File: config.mk
export PLATFORM = sky130hd
export DESIGN_NAME = clksel_ctrl
export DESIGN_NICKNAME = d
export VERILOG_FILES = /design/src/rtl/clksel_pkg.sv /design/src/rtl/clksel_key_guard.sv /design/src/rtl/clksel_fail_mon.sv /design/src/rtl/clksel_ctrl.sv
export SDC_FILE = /design/constraint.sdc
export NUM_CORES = 1
export LEC_CHECK = 0
export BUFFER_PORTS_ARGS = -buffer_cell sky130_fd_sc_hd__buf_2
export CAP_MARGIN = 40
export CORE_ASPECT_RATIO = 0.5
export CORE_UTILIZATION = 40
export CTS_BUF_LIST = sky130_fd_sc_hd__clkbuf_4 sky130_fd_sc_hd__clkbuf_8
export DETAILED_ROUTE_END_ITERATION = 10
export GPL_ROUTABILITY_DRIVEN = 0
export GPL_TIMING_DRIVEN = 0
export SLEW_MARGIN = 20
export SYNTH_ARGS = -nofsm -noshare
export SYNTH_HDL_FRONTEND = slang
export SYNTH_SLANG_ARGS = --single-unit
File: constraint.sdc
create_clock -name clk -period 4.95 [get_ports clk]
set_input_delay 0.495 -clock clk [delete_from_list [all_inputs] [get_ports clk]]
set_output_delay 0.495 -clock clk [all_outputs]
set_load 0.1 [all_outputs]
File: src/rtl/clksel_pkg.sv
// Package: shared constants for the clock source selection controller.
// Assumes seven sources, two of which are crystals with activity monitors.
package clksel_pkg;
    localparam int NUM_SRC  = 7;
    localparam int SEL_W    = 3;
    localparam int NUM_XTAL = 2;

    // Source codes; the mux outside decodes these values.
    localparam logic [SEL_W-1:0] SRC_RC2M   = 3'd0;
    localparam logic [SEL_W-1:0] SRC_RC32M  = 3'd1;
    localparam logic [SEL_W-1:0] SRC_RC32K  = 3'd2;
    localparam logic [SEL_W-1:0] SRC_XTAL   = 3'd3;
    localparam logic [SEL_W-1:0] SRC_XTAL32 = 3'd4;
    localparam logic [SEL_W-1:0] SRC_EXT    = 3'd5;
    localparam logic [SEL_W-1:0] SRC_PLL    = 3'd6;

    // Register addresses.
    localparam logic [2:0] A_KEY  = 3'd0;
    localparam logic [2:0] A_SEL  = 3'd1;
    localparam logic [2:0] A_EN   = 3'd2;
    localparam logic [2:0] A_RDY  = 3'd3;
    localparam logic [2:0] A_FAIL = 3'd4;
    localparam logic [2:0] A_PLL  = 3'd5;
    localparam logic [2:0] A_LIM  = 3'd6;

    localparam logic [7:0] KEY_SIG = 8'h9D;

    // Which source code each crystal monitor watches.
    function automatic logic [SEL_W-1:0] xtal_code(input int idx);
        return (idx == 0) ? SRC_XTAL : SRC_XTAL32;
    endfunction
endpackage

File: src/rtl/clksel_key_guard.sv
// Module: timed unlock window for protected registers.
// Opens for WIN cycles after a correct key write; closes on any protected
// write, on a wrong key, or when the window runs out.
module clksel_key_guard #(
    parameter int WIN = 4
) (
    input  logic clk,
    input  logic rst_n,
    input  logic key_ok,
    input  logic key_bad,
    input  logic prot_wr,
    output logic unlocked
);
    localparam int CW = $clog2(WIN + 1);

    logic [CW-1:0] win_cnt;

    // Window counter: load on a good key, clear on use or a bad key, else count down.
    always_ff @(posedge clk) begin
        if (!rst_n)
            win_cnt <= '0;
        else if (key_ok)
            win_cnt <= CW'(WIN);
        else if (key_bad || prot_wr)
            win_cnt <= '0;
        else if (win_cnt != '0)
            win_cnt <= win_cnt - 1'b1;
    end

    assign unlocked = (win_cnt != '0);

    AST_WIN_BOUND: assert property (@(posedge clk) disable iff (!rst_n)
        win_cnt <= CW'(WIN));
    AST_WIN_CLOSE: assert property (@(posedge clk) disable iff (!rst_n)
        (prot_wr && !key_ok) |=> !unlocked);
    AST_BAD_KEY_SHUT: assert property (@(posedge clk) disable iff (!rst_n)
        key_bad |=> !unlocked);
endmodule

File: src/rtl/clksel_fail_mon.sv
// Module: crystal activity monitor.
// Counts cycles since the activity line last changed while the crystal is
// watched (selected); flags failure once the count reaches the limit.
// Assumes the activity line is already in the clk domain and limit >= 1.
module clksel_fail_mon #(
    parameter int CNT_W = 8
) (
    input  logic             clk,
    input  logic             rst_n,
    input  logic             watch,
    input  logic             act,
    input  logic [CNT_W-1:0] limit,
    output logic             fail
);
    logic             act_q;
    logic [CNT_W-1:0] idle_cnt;
    logic             act_chg;

    assign act_chg = act ^ act_q;

    // Idle counter: cleared by activity or when not watched, saturates at full scale.
    always_ff @(posedge clk) begin
        if (!rst_n) begin
            act_q    <= 1'b0;
            idle_cnt <= '0;
        end else begin
            act_q <= act;
            if (!watch || act_chg)
                idle_cnt <= '0;
            else if (idle_cnt != '1)
                idle_cnt <= idle_cnt + 1'b1;
        end
    end

    assign fail = watch && (idle_cnt >= limit);

    AST_IDLE_CLEAR: assert property (@(posedge clk) disable iff (!rst_n)
        (watch && act_chg) |=> (idle_cnt == '0));
endmodule

File: src/rtl/clksel_ctrl.sv
// Module: clock source selection controller (top).
// Holds the enable, select, PLL and idle-limit registers, guards select and
// PLL with the key window, and forces a fallback to the 2 MHz RC source when
// a selected crystal goes quiet. Assumes osc_rdy and xtal_act are synchronous
// to clk and that reset is held for at least two cycles.
module clksel_ctrl
    import clksel_pkg::*;
#(
    parameter int         WIN_CYC = 4,
    parameter int         LIM_W   = 8,
    parameter int         LIM_RST = 16,
    parameter int         PLL_W   = 5,
    parameter int         PLL_MIN = 2,
    parameter int         PLL_MAX = 31
) (
    input  logic                 clk,
    input  logic                 rst_n,
    input  logic                 reg_we,
    input  logic [2:0]           reg_addr,
    input  logic [7:0]           reg_wdata,
    output logic [7:0]           reg_rdata,
    input  logic [NUM_SRC-1:0]   osc_rdy,
    input  logic [NUM_XTAL-1:0]  xtal_act,
    output logic [NUM_SRC-1:0]   osc_en,
    output logic [SEL_W-1:0]     clk_sel,
    output logic [PLL_W-1:0]     pll_mult,
    output logic                 fail_irq
);
    logic                wr_key, key_ok, key_bad, wr_sel, wr_pll, prot_wr;
    logic                unlocked;
    logic                sel_ok, pll_ok;
    logic [SEL_W-1:0]    sel_req;
    logic [NUM_XTAL-1:0] xtal_fail;
    logic                fail_any;
    logic                fail_pend;
    logic [LIM_W-1:0]    idle_lim;
    logic [NUM_SRC-1:0]  sel_onehot;
    logic [NUM_SRC-1:0]  en_next;

    // Decode of register writes.
    always_comb begin
        wr_key  = reg_we && (reg_addr == A_KEY);
        key_ok  = wr_key && (reg_wdata == KEY_SIG);
        key_bad = wr_key && (reg_wdata != KEY_SIG);
        wr_sel  = reg_we && (reg_addr == A_SEL);
        wr_pll  = reg_we && (reg_addr == A_PLL);
        prot_wr = wr_sel || wr_pll;
        sel_req = reg_wdata[SEL_W-1:0];
        sel_ok  = wr_sel && unlocked && (int'(sel_req) < NUM_SRC) && osc_rdy[sel_req];
        pll_ok  = wr_pll && unlocked
                  && (int'(reg_wdata) >= PLL_MIN) && (int'(reg_wdata) <= PLL_MAX);
    end

    clksel_key_guard #(.WIN(WIN_CYC)) u_guard (
        .clk      (clk),
        .rst_n    (rst_n),
        .key_ok   (key_ok),
        .key_bad  (key_bad),
        .prot_wr  (prot_wr),
        .unlocked (unlocked)
    );

    // One activity monitor per crystal source.
    for (genvar g = 0; g < NUM_XTAL; g++) begin : g_mon
        clksel_fail_mon #(.CNT_W(LIM_W)) u_mon (
            .clk   (clk),
            .rst_n (rst_n),
            .watch (clk_sel == xtal_code(g)),
            .act   (xtal_act[g]),
            .limit (idle_lim),
            .fail  (xtal_fail[g])
        );
    end

    assign fail_any = |xtal_fail;

    // Select register: fallback has priority over an accepted write.
    always_ff @(posedge clk) begin
        if (!rst_n)
            clk_sel <= SRC_RC2M;
        else if (fail_any)
            clk_sel <= SRC_RC2M;
        else if (sel_ok)
            clk_sel <= sel_req;
    end

    // Next enable vector: selected source is kept, fallback source is forced on.
    always_comb begin
        sel_onehot = '0;
        sel_onehot[clk_sel] = 1'b1;
        en_next = osc_en;
        if (reg_we && (reg_addr == A_EN))
            en_next = reg_wdata[NUM_SRC-1:0] | sel_onehot;
        if (fail_any)
            en_next[SRC_RC2M] = 1'b1;
    end

    // Enable register.
    always_ff @(posedge clk) begin
        if (!rst_n)
            osc_en <= NUM_SRC'(1);
        else
            osc_en <= en_next;
    end

    // PLL multiplier register, protected and range checked.
    always_ff @(posedge clk) begin
        if (!rst_n)
            pll_mult <= PLL_W'(PLL_MIN);
        else if (pll_ok)
            pll_mult <= reg_wdata[PLL_W-1:0];
    end

    // Idle limit register; zero is rejected.
    always_ff @(posedge clk) begin
        if (!rst_n)
            idle_lim <= LIM_W'(LIM_RST);
        else if (reg_we && (reg_addr == A_LIM) && (reg_wdata[LIM_W-1:0] != '0))
            idle_lim <= reg_wdata[LIM_W-1:0];
    end

    // Failure flag: raised one cycle after the fallback, cleared by writing 1.
    always_ff @(posedge clk) begin
        if (!rst_n) begin
            fail_pend <= 1'b0;
            fail_irq  <= 1'b0;
        end else begin
            fail_pend <= fail_any;
            if (fail_pend)
                fail_irq <= 1'b1;
            else if (reg_we && (reg_addr == A_FAIL) && reg_wdata[0])
                fail_irq <= 1'b0;
        end
    end

    // Read mux.
    always_comb begin
        reg_rdata = '0;
        case (reg_addr)
            A_SEL:  reg_rdata = 8'(clk_sel);
            A_EN:   reg_rdata = 8'(osc_en);
            A_RDY:  reg_rdata = 8'(osc_rdy);
            A_FAIL: reg_rdata = 8'(fail_irq);
            A_PLL:  reg_rdata = 8'(pll_mult);
            A_LIM:  reg_rdata = 8'(idle_lim);
            default: reg_rdata = '0;
        endcase
    end

    AST_SEL_CODE: assert property (@(posedge clk) disable iff (!rst_n)
        int'(clk_sel) < NUM_SRC);
    AST_SEL_NEEDS_KEY: assert property (@(posedge clk) disable iff (!rst_n)
        (clk_sel != $past(clk_sel) && clk_sel != SRC_RC2M) |-> $past(unlocked));
    AST_SEL_NEEDS_READY: assert property (@(posedge clk) disable iff (!rst_n)
        (clk_sel != $past(clk_sel) && clk_sel != SRC_RC2M)
        |-> (($past(osc_rdy) >> clk_sel) & NUM_SRC'(1)) != '0);
    AST_SELECTED_ENABLED: assert property (@(posedge clk) disable iff (!rst_n)
        osc_en[clk_sel]);
    AST_PLL_RANGE: assert property (@(posedge clk) disable iff (!rst_n)
        (int'(pll_mult) >= PLL_MIN) && (int'(pll_mult) <= PLL_MAX));
    AST_IRQ_AFTER_SWITCH: assert property (@(posedge clk) disable iff (!rst_n)
        $rose(fail_irq) |-> ($past(clk_sel) == SRC_RC2M));
    AST_FALLBACK_WINS: assert property (@(posedge clk) disable iff (!rst_n)
        fail_any |=> (clk_sel == SRC_RC2M));
endmodule

==> qor.yml, run 1 <==
outcome: "finished, final reports clean"
cellPowerDensity_nw_per_um2: 282
tritoncts_num_sinks: 46
finClkSkew_ns: 0.0107
cts.root.buffer_cell: "sky130_fd_sc_hd__clkbuf_8"
maxCapViolations: 0
num_vias: 2487
synth_top_cells_by_count: "sky130_fd_sc_hd__dfxtp_1, sky130_fd_sc_hd__nor2_1, sky130_fd_sc_hd__a21oi_1, sky130_fd_sc_hd__ha_1, sky130_fd_sc_hd__inv_1"
clock_path_buffers: 2
buffer_ports.inserted: 43
start_kind: "primary input"
grt_start_max_net_pins: 15
hold_class: "primary input to flop"
hold_ws_ns: 0.426
detail_route_met3_wl_um: 401
htreeDepth: 2
yosys.area.top_type_share: 0.343
synth_async_sr_flop_share: 0
drt-wirelength-per-cell_um: 15.1
tritoncts_buffer_count: 5
met2WireLength_mm: 3.05
std_cell_rows: 20
grt-ovfl-total: 0
cts_tree: "yes"
reg2reg_setup_slack_ns: 2.54
die-width_um: 118
synth-warning-count: 0
totalPowerFinal_uw: 879
share_of_the_yosys_chip_area_belonging_to_registers: 0.343
synth_most_common_cell: "sky130_fd_sc_hd__dfxtp_1"
antenna_found_initial: 0
drt-total-wl_mm: 6.98
insertedDiodeCount: 0
initial_utilization: 0.428
top_level_port_count: 47
first_global_vias: 2272
synth_edf_count: 0
synthesized_instance_count: 322
yosys_top_cell_by_area: "sky130_fd_sc_hd__dfxtp_1"
avgSynthCellArea_um2: 8.35
syn2layout_area_growth_pct: 16.2
place_ws_ns: 2.43
route.top_layer_used: "met4"
ctsResizeCount: 0
dp.final_hpwl_mm: 5.42
mappedNetlistNets: 365
timing.final.max_slew_violations: 0
timing.final.ws_setup_ns: 2.44
clock.fmax_ghz: 0.399
detailed_place.area_um2: 3010
setup_viol: 0
final_antenna_net_count: 0
ys_ff_latch: 46
totalNegativeSetupSlack_ns: 0
synth.distinct_cells: 47
die_footprint_um2: 7070
irDropWorstVdd_mv: 0.112
worstMarginPinSlew_ns: 0.605
route.layer.met1.wl_mm: 3.45
synth.area.top_cells: "sky130_fd_sc_hd__dfxtp_1, sky130_fd_sc_hd__ha_1, sky130_fd_sc_hd__nor2_1"
unrepaired_setup_endpoints_after_global_routing: "false"
register_area_um2: 921
finish.net_count: 415
cts.clk_slew.worst_paths_ns: 0.08
grtUsageTotal: 0.214
drt_drc_violations_left: 0
postSynth.topFlopCell: "sky130_fd_sc_hd__dfxtp_1"
maxSlewHeadroom: 0.594
p_leak_uw: 0.00133
grt_first_pass_wirelength_mm: 11.5
num-fill-cells: 591
drt-pass1-iter-count: 4
synth_area_um2: 2690
finalInstanceArea_um2: 3120
crit_required_ns: 4.45
timing.critical_path.to_type: "output pin"
final-hold-violation-count: 0
crit_path_max_fanout: 10
cts.hold.buffers_added: 0
clock_network_latency_to_the_later_pin_of_the_worst_skew_pair_ns: 0.31
drt-vias-per-instance: 5.39
die_h_um: 60.0
min_period_over_period: 0.507
layout-drive-gt1-share: 0.180
multi_input_comb_area_um2: 1640
postCtsSetupBuffers: 0
worst-endpoint-arrival_ns: 2.01
period_minus_slack_ns: 2.51
floorplan.core_area_um2: 6280
worst-setup-path-type: "primary input to output pin"
drtIter0Drc: 191
==> final cells by class <==
cell class | instances | area share
Buffer | 11 | 0.0192
Sequential cell | 46 | 0.295
Tap cell | 88 | 0.0353
Multi-Input combinational cell | 246 | 0.524
Timing Repair Buffer | 43 | 0.0689
Inverter | 19 | 0.0228
Clock buffer | 5 | 0.0220
Clock inverter | 3 | 0.0128
==> report_power, final <==
part	total, uW	internal (uW)	switching, uW
logic	200	71.0	129
registers	396	386	9.80
clock network	283	149	134
total	879	606	273
==> logic make-up after synthesis <==
group / share of synthesized area
and+or+nand+nor: 0.240
AOI/OAI and AO/OA: 0.174
DFF: 0.343
buffers and inverters: 0.0489
adders and majority gates: 0.0931
muxes: 0.0782
xor gates and xnor gates: 0.0228
==> worst max-delay path: stages <==
cell and delay, ns:
sky130_fd_sc_hd__buf_2 0.14, sky130_fd_sc_hd__buf_1 0.45, sky130_fd_sc_hd__mux2i_1 0.14, sky130_fd_sc_hd__nor2_1 0.10
sky130_fd_sc_hd__a31oi_1 0.05, sky130_fd_sc_hd__a21oi_1 0.18, sky130_fd_sc_hd__buf_2 0.45
==> path summary, 6_finish.rpt <==
| check | cells after the start | to | startpoint |
|---|---|---|---|
| worst max-delay path | 7 | reg_rdata[0] | reg_addr[2] |
| worst min-delay path | 2 | g_mon[1].u_mon.act_q | xtal_act[1] |
| worst max register to register | 7 | osc_en[0] | idle_lim[1] |
| worst min register to register | 2 | fail_irq | fail_pend |
==> stage by stage <==
step | std cells | utilization
after floorplan | 322 | -
after global placement | 453 | 0.480
after detailed placement | 453 | 0.480
after CTS | 461 | 0.497
after global routing | 461 | 0.497
final | 461 | 0.497
==> per-layer routing <==
metal | track usage | vias to the layer above
met5 | 0 | -
met4 | 0.0531 | 0
met3 | 0.0496 | 8
met2 | 0.348 | 72
met1 | 0.289 | 1149
li1 | - | 1258
==> registers in the layout, indices dropped and copies added (netlist names) <==
signal	cells
clk_sel	3
fail_irq	1
fail_pend	1
g_mon.u_mon.act_q	2
g_mon.u_mon.idle_cnt	16
idle_lim	8
osc_en	7
pll_mult	5
u_guard.win_cnt	3
==> cells in the final DEF, fill, tap and decap left out, types with 3 or more instances in the layout <==
| master | count |
|---|---|
| sky130_fd_sc_hd__xnor2_1 | 6 |
| sky130_fd_sc_hd__inv_1 | 19 |
| sky130_fd_sc_hd__nand4_1 | 6 |
| sky130_fd_sc_hd__buf_2 | 45 |
| sky130_fd_sc_hd__clkbuf_8 | 5 |
| sky130_fd_sc_hd__nor2_1 | 43 |
| sky130_fd_sc_hd__a21oi_1 | 20 |
| sky130_fd_sc_hd__nand3_1 | 14 |
| sky130_fd_sc_hd__nor2b_1 | 9 |
| sky130_fd_sc_hd__and2_1 | 5 |
| sky130_fd_sc_hd__nand2_1 | 17 |
| sky130_fd_sc_hd__nand2b_1 | 3 |
| sky130_fd_sc_hd__a31oi_1 | 15 |
| sky130_fd_sc_hd__o21ai_0 | 18 |
| sky130_fd_sc_hd__mux2i_1 | 15 |
| sky130_fd_sc_hd__or2_2 | 3 |
| sky130_fd_sc_hd__clkbuf_1 | 5 |
| sky130_fd_sc_hd__and3_1 | 5 |
| sky130_fd_sc_hd__mux2_2 | 3 |
| sky130_fd_sc_hd__a221oi_1 | 3 |
| sky130_fd_sc_hd__nor3b_1 | 4 |
| sky130_fd_sc_hd__o211ai_1 | 3 |
| sky130_fd_sc_hd__ha_1 | 20 |
| sky130_fd_sc_hd__nor3_1 | 6 |
| sky130_fd_sc_hd__dfxtp_1 | 46 |
No activity file was read; power rests on OpenSTA's default activity.
==> run 2, diff against run 1 <==
- clock period: 4.95 -> 2.2 ns (I/O delays scaled with it)
==> qor.yml, run 2 (synthesized netlist as in run 1, its figures left out) <==
maxCapViolations: 0  # unchanged
timing.critical_path.to_type: "flop"
floorplan.core_area_um2: 6280  # unchanged
crit_slowest_cell: "sky130_fd_sc_hd__dfxtp_1"
finish.net_count: 416  # +0.24%
cts.hold.buffers_added: 0  # unchanged
layout_common_cells: "sky130_fd_sc_hd__buf_2, sky130_fd_sc_hd__dfxtp_1, sky130_fd_sc_hd__nor2_1"
drt-total-wl_mm: 7.17  # +2.8%
cts.root.buffer_cell: "sky130_fd_sc_hd__clkbuf_8"
timing.final.max_slew_violations: 0  # unchanged
finClkSkew_ns: 0.00916  # -0.00151 ns
layout-drive-gt1-share: 0.209  # +0.0295
max_flop_register: "g_mon.u_mon.idle_cnt"
num_vias: 2543  # +2.3%
largest_register_ff_count: 16  # unchanged
biggestRegsByFlops: "g_mon.u_mon.idle_cnt (16), idle_lim (8), osc_en (7)"
totalNegativeSetupSlack_ns: 0  # unchanged
first_global_vias: 2357  # +3.7%
worst-path-buf-inv: 1  # -2
die_h_um: 60.0  # unchanged
irDropWorstVdd_mv: 0.186  # +66%
crit_path_max_fanout: 3  # -7
die-width_um: 118  # unchanged
setup_viol: 0  # unchanged
maxSlewHeadroom: 0.523  # -0.0705
htreeDepth: 2  # unchanged
cellPowerDensity_nw_per_um2: 596  # +110%
grt_start_max_net_pins: 13  # -2
top_level_port_count: 47  # unchanged
timing.critical_path.to: "osc_en[0]"
place_inst: 453  # unchanged
num-fill-cells: 615  # +4.1%
initial_utilization: 0.428  # unchanged
unrepaired_setup_endpoints_after_global_routing: "false"
stdcell_count: 461  # unchanged
outcome: "finished, final reports clean"
cts_tree: "yes"
hold_ws_ns: 0.166  # -0.260 ns
hold_class: "primary input to flop"
p_leak_uw: 0.00134  # +0.69%
reg2reg_setup_slack_ns: 0.10  # -2.44 ns
grt_first_pass_wirelength_mm: 11.9  # +3.4%
min_period_over_period: 0.953
worst-path-stages: 7  # unchanged
clock_network_latency_to_the_later_pin_of_the_worst_skew_pair_ns: 0.30  # about the same
drt_drc_violations_left: 0  # unchanged
layout_commonest_cell: "sky130_fd_sc_hd__buf_2"
worst-setup-path-type: "flop to flop"
detailed_place.area_um2: 3040  # +0.91%
finalInstanceArea_um2: 3150  # +0.80%
critical_path.startpoint: "idle_lim[1]"
worstMarginPinSlew_ns: 0.710  # +0.105 ns
insertedDiodeCount: 0  # unchanged
drt-wirelength-per-cell_um: 15.5  # +2.8%
rr_worst_depth: 7  # unchanged
worst-endpoint-arrival_ns: 2.28  # +0.27 ns
grt-ovfl-total: 0  # unchanged
grtUsageTotal: 0.216  # +0.00204
r2r_end: "osc_en[0]"
crit_required_ns: 2.39  # -2.06 ns
std_cell_rows: 20  # unchanged
period_minus_slack_ns: 2.10
critical_path.cell_chain: "inv_1, ha_1, nor2b_1, o211a_1, o311ai_2, nand4_1, or2_2"
timing.rr.start: "idle_lim[1]"
cts.clk_slew.worst_paths_ns: 0.09  # about the same
tritoncts_num_sinks: 46  # unchanged
path_delay_family: "simple AND/OR/NAND/NOR gates"
drtIter0Drc: 180  # -5.8%
final-hold-violation-count: 0  # unchanged
drt-vias-per-instance: 5.52  # +2.3%
dp.final_hpwl_mm: 5.52  # +1.9%
clock_path_buffers: 2  # unchanged
antenna_found_initial: 0  # unchanged
start_kind: "flop"
die_footprint_um2: 7070  # unchanged
fin_util: 0.501  # +0.00398
tritoncts_buffer_count: 5  # unchanged
buffer_ports.inserted: 43  # unchanged
syn2layout_area_growth_pct: 17.1
final_antenna_net_count: 0  # unchanged
clock.fmax_ghz: 0.477
drt-pass1-iter-count: 4  # unchanged
critPathMaxStageDelay_ns: 0.36  # -0.09 ns
## run 2: changes by cell type in the layout (fill, tap and decap cells not counted), sizes merged
cell    before  now
clkbuf      11   13
clkinv       2    0
bufinv       1    0
buf         48   49
## run 2: worst min path at each step
stage,start,endpoint,cells past startpoint
after global routing,xtal_act[0],g_mon[0].u_mon.act_q,2
after floorplan,xtal_act[0],g_mon[0].u_mon.act_q,1
after global placement,xtal_act[1],g_mon[1].u_mon.act_q,2
after CTS,xtal_act[1],g_mon[1].u_mon.act_q,2
final,xtal_act[1],g_mon[1].u_mon.act_q,2
after detailed placement,fail_pend,fail_irq,2
## run 2: repair_timing
| item | 4_1_cts | 5_1_grt |
|---|---|---|
| resized for setup | 2 | 2 |
| setup endpoints to repair | 1 | 2 |
| setup buffers | 1 | 0 |
| pin swaps | 1 | 1 |
## run 2: per-layer routing
| layer | up-vias | global-route usage | routed length (um) |
|---|---|---|---|
| met2 | 72 | 0.349 | 3140 |
| met5 | - | 0 | 0 |
| met4 | 0 | 0.0513 | 39 |
| met1 | 1202 | 0.299 | 3620 |
| li1 | 1264 | - | - |
| met3 | 5 | 0.0429 | 360 |
## run 2: final cells by class
class / instances / area (um2) / area share
multi-input combinational: 246 / 1680 / 0.532
sequential: 46 / 923 / 0.293
timing repair buffer: 44 / 223 / 0.0708
tap: 88 / 110 / 0.0350
clock buffer: 7 / 83.8 / 0.0266
inverter: 19 / 71.3 / 0.0227
buffer: 11 / 60.1 / 0.0191
## run 2: power breakdown
| part | switching [uW] | leakage (uW) | total [uW] | internal [uW] |
|---|---|---|---|---|
| clock | 282 | 0.0000452 | 526 | 244 |
| sequential | 21.6 | 0.000374 | 890 | 869 |
| combinational | 296 | 0.000919 | 459 | 163 |
## run 2: worst reg2reg max path, delay by kind of cell, from the launching register on
family                   cells  cell delay, ns
flip-flops                   1            0.36
AND/OR/NAND/NOR              3            0.68
adder cells (fa/ha/maj)      1            0.33
AO/OA/AOI/OAI                2            0.51
buffers and inverters        1            0.11
## run 2: through the flow
stage               power (uW)  setup WS [ns]
CTS                       1880         0.0499
global placement          1350         -0.181
detailed placement        1360         -0.190
floorplan                 1260         0.0303
finish                    1880          0.102
global route              1980         0.0212
==> run 3, diff against run 2 <==
- CORE_UTILIZATION: 40 -> 50
- PLACE_DENSITY: default -> 0.75
- SYNTH_HIERARCHICAL: default -> 1
==> qor.yml, run 3 <==
outcome: "finished, final reports clean"
clock.fmax_ghz: 0.479  # +0.57%
register_area_um2: 922  # -0.14%
cts.root.buffer_cell: "sky130_fd_sc_hd__clkbuf_8"
grt_first_pass_wirelength_mm: 12.3  # +3.3%
drt-total-wl_mm: 7.19  # +0.36%
top_level_port_count: 47  # unchanged
num-fill-cells: 486  # -21%
die_footprint_um2: 6110  # -14%
min_period_over_period: 0.948  # -0.00536
avgSynthCellArea_um2: 8.84  # +5.9%
hold_class: "primary input to flop"
internal_power_uw: 1290  # +1.3%
crit_required_ns: 2.43  # +0.04 ns
finalInstanceArea_um2: 3330  # +5.8%
ys_ff_latch: 46  # unchanged
finish.net_count: 418  # +0.48%
max_flop_register: "g_mon.u_mon/idle_cnt"
cts.clk_slew.worst_paths_ns: 0.08  # about the same
clock_network_latency_to_the_later_pin_of_the_worst_skew_pair_ns: 0.30  # about the same
synth.area.top_cells: "sky130_fd_sc_hd__dfxtp_1, sky130_fd_sc_hd__mux2i_1, sky130_fd_sc_hd__ha_1"
detailed_place.area_um2: 3220  # +5.8%
maxSlewHeadroom: 0.603  # +0.0792
antenna_found_initial: 0  # unchanged
irDropWorstVdd_mv: 0.312  # +67%
die-width_um: 110  # -7.1%
multi_input_comb_area_um2: 1850  # +10%
final_antenna_net_count: 0  # unchanged
p_switching_uw: 597  # -0.44%
std_cell_rows: 19  # -5.0%
layout-drive-gt1-share: 0.215  # +0.00631
cts_tree: "yes"
totalNegativeSetupSlack_ns: 0  # unchanged
tritoncts_num_sinks: 46  # unchanged
cellPowerDensity_nw_per_um2: 567  # -4.8%
num_vias: 2601  # +2.3%
biggestRegsByFlops: "g_mon.u_mon/idle_cnt (16), idle_lim (8), osc_en (7)"
insertedDiodeCount: 0  # unchanged
totalPowerFinal_uw: 1890  # +0.73%
synth_top_cells_by_count: "sky130_fd_sc_hd__dfxtp_1, sky130_fd_sc_hd__nor2_1, sky130_fd_sc_hd__mux2i_1"
place_ws_ns: -0.202  # -0.0120 ns
syn2layout_area_growth_pct: 15.2
seq_power_share: 0.471  # -0.004
setup_viol: 0  # unchanged
drt-pass1-iter-count: 4  # unchanged
grtUsageTotal: 0.258  # +0.0426
synth_most_common_cell: "sky130_fd_sc_hd__dfxtp_1"
synthesized_instance_count: 327  # +1.6%
maxCapViolations: 0  # unchanged
yosys.area.top_type_share: 0.318  # -0.0242
drt-vias-per-instance: 5.79  # +5.0%
worst-setup-path-type: "flop to flop"
period_minus_slack_ns: 2.09  # -0.0118 ns
synth.distinct_cells: 49  # +4.3%
synth-warning-count: 6  # +6
synth_async_sr_flop_share: 0  # unchanged
clock_power_share: 0.291  # +0.011
initial_utilization: 0.524  # +0.0964
yosys_top_cell_by_area: "sky130_fd_sc_hd__dfxtp_1"
combPwrFrac: 0.238  # -0.007
p_leak_uw: 0.00137  # +2.6%
drt_drc_violations_left: 0  # unchanged
grt_start_max_net_pins: 14  # +1
layout_commonest_cell: "sky130_fd_sc_hd__dfxtp_1"
start_kind: "flop"
tritoncts_buffer_count: 5  # unchanged
final-hold-violation-count: 0  # unchanged
first_global_vias: 2571  # +9.1%
cts.hold.buffers_added: 0  # unchanged
finClkSkew_ns: 0.00916  # -0.0000000500 ns
floorplan.core_area_um2: 5520  # -12%
worst-endpoint-arrival_ns: 2.32  # +0.04 ns
share_of_the_yosys_chip_area_belonging_to_registers: 0.318  # -0.0242
timing.critical_path.to_type: "flop"
largest_register_ff_count: 16  # unchanged
layout_common_cells: "sky130_fd_sc_hd__dfxtp_1, sky130_fd_sc_hd__buf_2, sky130_fd_sc_hd__nor2_1"
die_h_um: 55.8  # -7.0%
postCtsSetupBuffers: 0  # -1
buffer_ports.inserted: 41  # -4.7%
drt-wirelength-per-cell_um: 16.0  # +3.0%
worstMarginPinSlew_ns: 0.592  # -0.118 ns
dp.final_hpwl_mm: 5.47  # -0.98%
crit_path_max_fanout: 6  # +3
timing.final.ws_setup_ns: 0.114  # +0.0118 ns
synth_edf_count: 0  # unchanged
synth_area_um2: 2890  # +7.6%
htreeDepth: 2  # unchanged
sw_frac_of_total: 0.316  # -0.00371
mappedNetlistNets: 370  # +1.4%
clock_path_buffers: 2  # unchanged
timing.final.max_slew_violations: 0  # unchanged
postSynth.topFlopCell: "sky130_fd_sc_hd__dfxtp_1"
grt-ovfl-total: 0  # unchanged
drtIter0Drc: 126  # -30%
-- run 3: cell types whose count changed in the layout (fill, tap and decap cells not counted), sizes merged, moves of 5 or more --
cell	before	now
mux2i	15	28
nor2	45	30
nand2	17	24
inv	19	27
a21oi	20	13
nor2b	9	14
nand3	14	3
o21ai	18	23
a31oi	15	7
-- run 3: area by class of cell --
cell class / count / area share
Inverter: 27 / 0.0304
Sequential cell: 46 / 0.277
Clock buffer: 7 / 0.0270
Multi-Input combinational cell: 243 / 0.556
Buffer: 11 / 0.0195
Tap cell: 73 / 0.0274
Clock inverter: 1 / 0.00150
Timing Repair Buffer: 41 / 0.0616
-- run 3: metrics by stage --
step / cells / hold slack [ns] / utilization
detailed placement: 441 / 0.455 / 0.583
floorplan: 327 / 0.342 / -
finish: 449 / 0.150 / 0.604
global route: 449 / 0.153 / 0.604
global placement: 441 / 0.450 / 0.583
CTS: 449 / 0.146 / 0.601
-- run 3: power groups by stage --
stage          clock network [uW]  logic (uW)  registers (uW)
2_1_floorplan                   0         309             946
3_3_place_gp                    0         429             908
3_5_place_dp                    0         445             909
4_1_cts                       560         448             890
5_1_grt                       595         494             895
6_report                      549         450             890
-- run 3: metal layers --
| metal | routed length, um | global-route usage | up-vias |
|---|---|---|---|
| li1 | - | - | 1246 |
| met1 | 3350 | 0.358 | 1247 |
| met2 | 3300 | 0.417 | 91 |
| met3 | 405 | 0.0433 | 17 |
| met4 | 142 | 0.0705 | 0 |
| met5 | 0 | 0 | - |
-- run 3: worst paths after layout --
kind | startpoint | to | slack (ns) | cells after the start
worst min register to register | fail_pend | fail_irq | 0.49 | 1
worst max-delay path | idle_lim[2] | clk_sel[0] | 0.11 | 8
worst max register to register | idle_lim[2] | clk_sel[0] | 0.11 | 8
worst min-delay path | xtal_act[1] | g_mon[1].u_mon/act_q | 0.15 | 2
-- run 3: cells by family after synthesis --
| kind of cell | after synthesis | share of synthesized area |
|---|---|---|
| xor gates and xnor gates | 9 | 0.0273 |
| DFF | 46 | 0.318 |
| muxes | 29 | 0.105 |
| and+or+nand+nor | 115 | 0.246 |
| AOI/OAI and AO/OA | 70 | 0.160 |
| adders and majority gates | 20 | 0.0865 |
| buffers and inverters | 38 | 0.0575 |
-- run 3: critical path, cell delays in order (launching register included) --
cell                        delay (ns)
sky130_fd_sc_hd__dfxtp_2          0.38
sky130_fd_sc_hd__inv_1            0.06
sky130_fd_sc_hd__ha_1             0.33
sky130_fd_sc_hd__a211oi_2         0.29
sky130_fd_sc_hd__a2111oi_0        0.15
sky130_fd_sc_hd__o21a_1           0.25
sky130_fd_sc_hd__nor3b_4          0.34
sky130_fd_sc_hd__nand2_1          0.10
sky130_fd_sc_hd__mux2i_1          0.13
-- run 3: timing repair --
action                     4_1_cts  5_1_grt
setup endpoints to repair        4        4
cloned                           0        0
pin swaps                        0        1
resized for setup                1        4
